==> config.mk <==
export PLATFORM = sky130hd
export DESIGN_NAME = scr_timebase
export DESIGN_NICKNAME = d
export VERILOG_FILES = /design/src/rtl/scr_timebase.sv
export SDC_FILE = /design/constraint.sdc
export NUM_CORES = 1
export LEC_CHECK = 0
export ABC_AREA = 0
export CORE_ASPECT_RATIO = 0.7
export CORE_MARGIN = 4
export CORE_UTILIZATION = 69
export DETAILED_ROUTE_END_ITERATION = 10
export DONT_BUFFER_PORTS = 1
export PLACE_DENSITY = 0.83
export SLEW_MARGIN = 20
export SYNTH_ARGS = -nofsm -noshare
export SYNTH_HDL_FRONTEND = slang
export SYNTH_SLANG_ARGS = --single-unit
==> constraint.sdc <==
create_clock -name clk -period 7.39 [get_ports clk]
set_input_delay 1.478 -clock clk [delete_from_list [all_inputs] [get_ports clk]]
set_output_delay 1.478 -clock clk [all_outputs]
set_load 0.01 [all_outputs]
==> src/rtl/scr_timebase.sv <==
module scr_timebase #(
  parameter int STC_W      = 33,
  parameter int BASE_TICKS = 8100
) (
  input  logic             clk,
  input  logic             rst_n,
  input  logic             ctrl_we,
  input  logic [7:0]       ctrl_wdata,
  input  logic             tick,
  input  logic             scr_vld,
  input  logic [STC_W-1:0] scr_val,
  input  logic             mode_chg,
  input  logic             a_pts_in,
  input  logic             v_pts_in,
  output logic [STC_W-1:0] stc,
  output logic             a_pts_out,
  output logic             v_pts_out
);

  localparam int MAXT = 8 * BASE_TICKS;
  localparam int TW   = $clog2(MAXT + 1);
  localparam logic [7:0] CTRL_RST = 8'h78;

  logic [7:0]       ctrl_q;
  logic             armed_q;
  logic [TW-1:0]    tmr_q;
  logic [TW-1:0]    limit;
  logic             one_shot, elapsed, take;

  assign one_shot = ctrl_q[2];

  always_comb begin
    case (ctrl_q[1:0])
      2'b00:   limit = TW'(8 * BASE_TICKS);
      2'b01:   limit = TW'(4 * BASE_TICKS);
      2'b10:   limit = TW'(2 * BASE_TICKS);
      default: limit = TW'(BASE_TICKS);
    endcase
  end

  assign elapsed = (tmr_q >= limit);
  assign take    = scr_vld && (armed_q || mode_chg || (!one_shot && elapsed));

  always_ff @(posedge clk) begin
    if (!rst_n) begin
      ctrl_q <= CTRL_RST;
    end else if (ctrl_we) begin
      ctrl_q <= ctrl_wdata;
    end
  end

  always_ff @(posedge clk) begin
    if (!rst_n) begin
      armed_q <= 1'b1;
      tmr_q   <= '0;
    end else if (take) begin
      armed_q <= 1'b0;
      tmr_q   <= '0;
    end else if (mode_chg) begin
      armed_q <= 1'b1;
      tmr_q   <= '0;
    end else if (tick && tmr_q != TW'(MAXT)) begin
      tmr_q   <= tmr_q + 1'b1;
    end
  end

  always_ff @(posedge clk) begin
    if (!rst_n)    stc <= '0;
    else if (take) stc <= scr_val;
    else if (tick) stc <= stc + 1'b1;
  end

  assign a_pts_out = a_pts_in & ctrl_q[5];
  assign v_pts_out = v_pts_in & ctrl_q[4];

  a_r2_tick_inc: assert property (@(posedge clk) disable iff (!rst_n)
    (tick && !scr_vld) |=> stc == $past(stc) + 1'b1);

  a_r2_hold: assert property (@(posedge clk) disable iff (!rst_n)
    (!tick && !scr_vld) |=> $stable(stc));

  a_r6_same_cycle_load: assert property (@(posedge clk) disable iff (!rst_n)
    (scr_vld && mode_chg) |=> stc == $past(scr_val));

  a_r5_one_shot_ignore: assert property (@(posedge clk) disable iff (!rst_n)
    (scr_vld && !mode_chg && one_shot && !armed_q && !tick) |=> $stable(stc));

  a_r4_timer_bound: assert property (@(posedge clk) disable iff (!rst_n)
    tmr_q <= TW'(MAXT));

  a_r7_audio_gate: assert property (@(posedge clk) disable iff (!rst_n)
    a_pts_out |-> (a_pts_in && ctrl_q[5]));

  a_r8_video_gate: assert property (@(posedge clk) disable iff (!rst_n)
    v_pts_out |-> (v_pts_in && ctrl_q[4]));

endmodule

== Word level (Yosys, flattened, before mapping) ==
Cells that the tools add are included.
Word-level totals
  output and inout port bits: 35
  register bits after elaboration: 56
  bits of input ports: 49
  word-level logic and storage cells: 28
Cells by class
  bitwise gates (word level): 3
  reduce and logical (&&, ||, !) cells: 10
  equality and inequality tests: 3
  order comparisons: 1
  muxes and demuxes: 5
  $add $sub $neg: 2
Operator list (number)
  33-bit 2-to-1 mux: 2
  16-bit one-hot mux with 3 select lines: 1
  33-bit by 1-bit adder with 33-bit output, second input constant: 1
  16-bit by 1-bit adder with 16-bit output, second input constant: 1
  16-bit >= comparator: 1
  16-bit inequality test, second input constant: 1
  2-bit nonzero test: 2
  1-bit logical AND: 3
  3-bit OR reduction: 1
  1-bit bitwise AND: 2
  2-bit by 1-bit == test with 1-bit output, second input constant: 1
  2-bit == test, second input constant: 1
  2-bit zero test: 1
  1-bit logical OR: 2
  1-bit 2-to-1 mux: 2
  1-bit zero test: 1
  1-bit NOT: 1

== Longest topological paths before layout ==
  depth after elaboration: 7
  depth in mapped cells: 11

== Worst setup path before layout ==
OpenSTA, ideal clock, no wires.
  kind: in2out
  from: in a_pts_in
  to: out a_pts_out
  cell stages on the path: 1
  path slack: 4.269 ns
  path buffers: 0
  data required time: 5.912 ns
  arrival: 1.643 ns
  path through: and2_1
Between the ends
  word-level cells in the longest chain between the ends: 1
Ends and longest elaborated chain
  start, declared: RTL line 13  | input logic a_pts_in,
  1-bit bitwise AND: RTL line 73  | assign a_pts_out = a_pts_in & ctrl_q[5];
  end, declared: RTL line 16  | output logic a_pts_out,
Every way passes these cells.

== Final worst setup path ==
  from: in rst_n
  to: reg tmr_q[5]
Between the ends
  word-level cells in the longest chain between the ends: 2
Ends and longest elaborated chain
  start, declared: RTL line 6  | input logic rst_n,
  1-bit NOT (no source line)
  3-bit OR reduction (no source line)
  end signal, assigned: RTL line 63  | tmr_q <= tmr_q + 1'b1;
  end, declared: RTL line 26  | logic [TW-1:0] tmr_q;
Every way passes these cells.
A chain may end at the register's enable or synchronous reset.

==> results.json <==
{
  "comb_power_share_pct": 10.7,
  "synth_xor_area_share_pct": 11.07,
  "grt_max_degree": 37,
  "synth-edff-count": 0,
  "grt_pass1_wl_mm": 12.31,
  "hold_path_depth": 2,
  "synth_fa_ha_area_share_pct": 7.533,
  "min_path_type": "register to register",
  "cts_num_sinks": 55,
  "p_switching_w": 0.0001690,
  "crit_path_start_kind": "input port",
  "cp_top_family": "simple AND/OR/NAND/NOR gates",
  "gr-usage-met3_pct": 8.191,
  "end_kind": "register",
  "fin_tns_setup_ns": 0,
  "pwr-share-clk_pct": 32.8,
  "status": "finished clean",
  "wl_per_cell_um": 18.77,
  "synth_top_family_by_area": "simple AND/OR/NAND/NOR gates",
  "cts_resized": 0,
  "synth-simple-area-share_pct": 22.30,
  "cts_setup_buffers": 0,
  "synthArstFlopShare_pct": 0,
  "worst_path_max_delay_cell": "or4_2",
  "p_seq_share_pct": 56.5,
  "dpl.hpwl_mm": 5.596,
  "antenna_found_initial": 0,
  "synth_ff_type": "dfxtp_1",
  "finalHoldViolations": 0,
  "fill_cells": 326,
  "cp.arrival_ns": 3.76,
  "via_per_inst": 6.593,
  "antenna_left": 0,
  "finalCriticalPeriod_ns": 3.503,
  "min_period_over_period_pct": 47.41,
  "multiInputGateArea_mm2": 0.002042,
  "clock_latency_ns": 0.32,
  "nets": 424,
  "drive_above_1_share_pct": 10.14,
  "holdPathEnd": "ctrl_q[4]$_SDFFE_PN1P_",
  "p_leak_nw": 1.140,
  "total_power_w": 0.0006110,
  "synth-seq-cells": 55,
  "syn_area_mm2": 0.003322,
  "cts_buffers": 5,
  "cts_max_path_buffers": 2,
  "die_y_um": 66.05,
  "finalSetupViolCount": 0,
  "rows": 20,
  "avgSynthCellArea_um2": 8.978,
  "seq_area_mm2": 0.001101,
  "cts-htree-levels": 2,
  "synth.area.mux_share_pct": 2.109,
  "rsz0062_at_grt": "no",
  "io_buffers": 0,
  "initial_utilization_pct": 74.16,
  "critPathKind": "input port to register",
  "overflow": 0,
  "skew_ns": 0.01427,
  "first_iter_violations": 181,
  "netSwitchingFraction_pct": 27.65,
  "grt_usage_pct": 25.42,
  "chipWidth_um": 90.93,
  "layout_commonest_cell": "dfxtp_1",
  "ys_seq_area_share_pct": 33.15,
  "worst-path-buf-inv": 1,
  "synthToLayoutAreaGrowth_pct": 2.034,
  "yosysWarnings": 0,
  "peakVddDrop_uv": 162.6,
  "antenna_cells": 0,
  "syn-instance-count": 370,
  "ys_types": 49,
  "dieArea_mm2": 0.006006,
  "cp_data_required_time_ns": 7.65,
  "cts_tree": "yes",
  "wl_mm": 7.695,
  "maxSlewViolCount": 0,
  "fmax_mhz": 285.4,
  "maxSlewHeadroom_pct": 28.33,
  "root_buffer": "clkbuf_8",
  "min-delay-start": "ctrl_q[4]$_SDFFE_PN1P_",
  "worst_pin_slew_ns": 1.075,
  "via_count": 2703,
  "gr-max-usage-layer": "met2",
  "cap_violations": 0,
  "grt_use_met2_pct": 38.50,
  "num_io_pins": 84,
  "r2r_end": "stc[27]$_SDFFE_PN0P_",
  "gr-usage-met1_pct": 35.49,
  "clkTransAtPathRegs_ns": 0.11,
  "synth-compound-area-share_pct": 18.31,
  "power.density_mw_per_mm2": 180.3,
  "cpPeakStageDelay_ns": 1.31,
  "layout_common_cells": "dfxtp_1, a21oi_1, a211oi_1",
  "hold_buffers": 0,
  "dr.pass1.iters": 5,
  "reg2reg_depth": 9,
  "reg2reg_from": "ctrl_q[0]$_SDFFE_PN0P_",
  "drc_errors": 0,
  "gp_congestion": 0.8954,
  "internal-power_w": 0.0004420,
  "crit_fanout": 36,
  "cp_cell_sequence": "clkinv_1 > or4_2 > nor2_1",
  "synthesis.nets": 439,
  "grt_pass1_vias": 2519,
  "reg2reg_slack_ns": 4.15,
  "core_area_mm2": 0.004479
}
cell families after synthesis:
kind of cell	after synthesis
compound gates	87
xor+xnor	42
simple gates	119
mux	7
buf+inv	40
flops	55
fa+ha+maj	20
Yosys cell counts (all sizes together), types with 2 or more instances:
cell type | instances | area [um^2]
a2111oi | 2 | 42.54
a211oi | 31 | 232.7
a21o | 4 | 30.03
a21oi | 35 | 178.9
and2 | 2 | 12.51
and3 | 9 | 56.30
and4 | 3 | 27.53
buf | 10 | 71.32
clkbuf | 13 | 48.80
dfxtp | 55 | 1101
ha | 20 | 250.2
inv | 16 | 60.06
mux2i | 7 | 70.07
nand2 | 19 | 71.32
nand3 | 12 | 60.06
nand4 | 14 | 93.84
nor2 | 29 | 183.9
nor3 | 16 | 95.09
nor4 | 6 | 67.56
o211ai | 2 | 15.01
o21ai | 2 | 10.01
o31ai | 3 | 22.52
or2 | 2 | 12.51
or4 | 3 | 26.27
xnor2 | 28 | 245.2
xor2 | 14 | 122.6
registers in the layout (all words and copies together), names as in the netlist:
name / count
armed_q: 1
ctrl_q: 5
stc: 33
tmr_q: 16
worst max-delay path by stage:
stage | start | to | slack (ns) | depth (start not counted)
after detailed placement | rst_n | tmr_q[5]$_SDFFE_PP0P_ | 3.58 | 3
after floorplan | a_pts_in | a_pts_out | 4.27 | 1
after CTS | rst_n | tmr_q[5]$_SDFFE_PP0P_ | 3.90 | 3
final | rst_n | tmr_q[5]$_SDFFE_PP0P_ | 3.89 | 3
after global placement | rst_n | tmr_q[7]$_SDFFE_PP0P_ | 3.54 | 3
after global routing | rst_n | tmr_q[5]$_SDFFE_PP0P_ | 3.74 | 3
area by class of cell:
type | instances | area share, %
Timing Repair Buffer | 1 | 0.2215
Sequential cell | 55 | 32.48
Multi-Input combinational cell | 275 | 60.24
Inverter | 17 | 1.883
Clock buffer | 5 | 2.030
Clock inverter | 2 | 1.107
Tap cell | 55 | 2.030
power groups by stage:
stage	combinational, W	sequential, W	clock [W]
2_1_floorplan	0.0000578	0.000344	0
3_3_place_gp	0.0000624	0.000351	0
3_5_place_dp	0.0000647	0.000352	0
4_1_cts	0.0000652	0.000345	0.000202
5_1_grt	0.0000736	0.000348	0.000213
6_report	0.0000654	0.000345	0.000201
stage by stage:
stage	instance area (um^2)	setup slack (ns)	hold slack [ns]	util, %	std cells
CTS	3388	3.898	0.4846	75.64	410
finish	3390	3.887	0.4850	75.67	410
detailed placement	3282	3.578	0.4593	73.27	403
floorplan	3322	4.269	0.4312	-	370
global route	3390	3.743	0.5066	75.67	410
global placement	3281	3.538	0.4448	73.24	403
per-layer routing:
layer | vias to the layer above | wire [um] | share of wire [%]
met3 | 8 | 825 | 11
met1 | 1265 | 3561 | 46
met2 | 124 | 3251 | 42
met4 | 0 | 55 | 0.71
met5 | - | 0 | 0
li1 | 1306 | - | -
worst reg2reg max path, delay by kind of cell (launching register included):
kind / cells / cell delay (ns)
buf+inv: 1 / 0.13
compound gates: 6 / 2.06
fa+ha+maj: 2 / 0.50
flops: 1 / 0.43
Power figures use the tool's default switching activity.
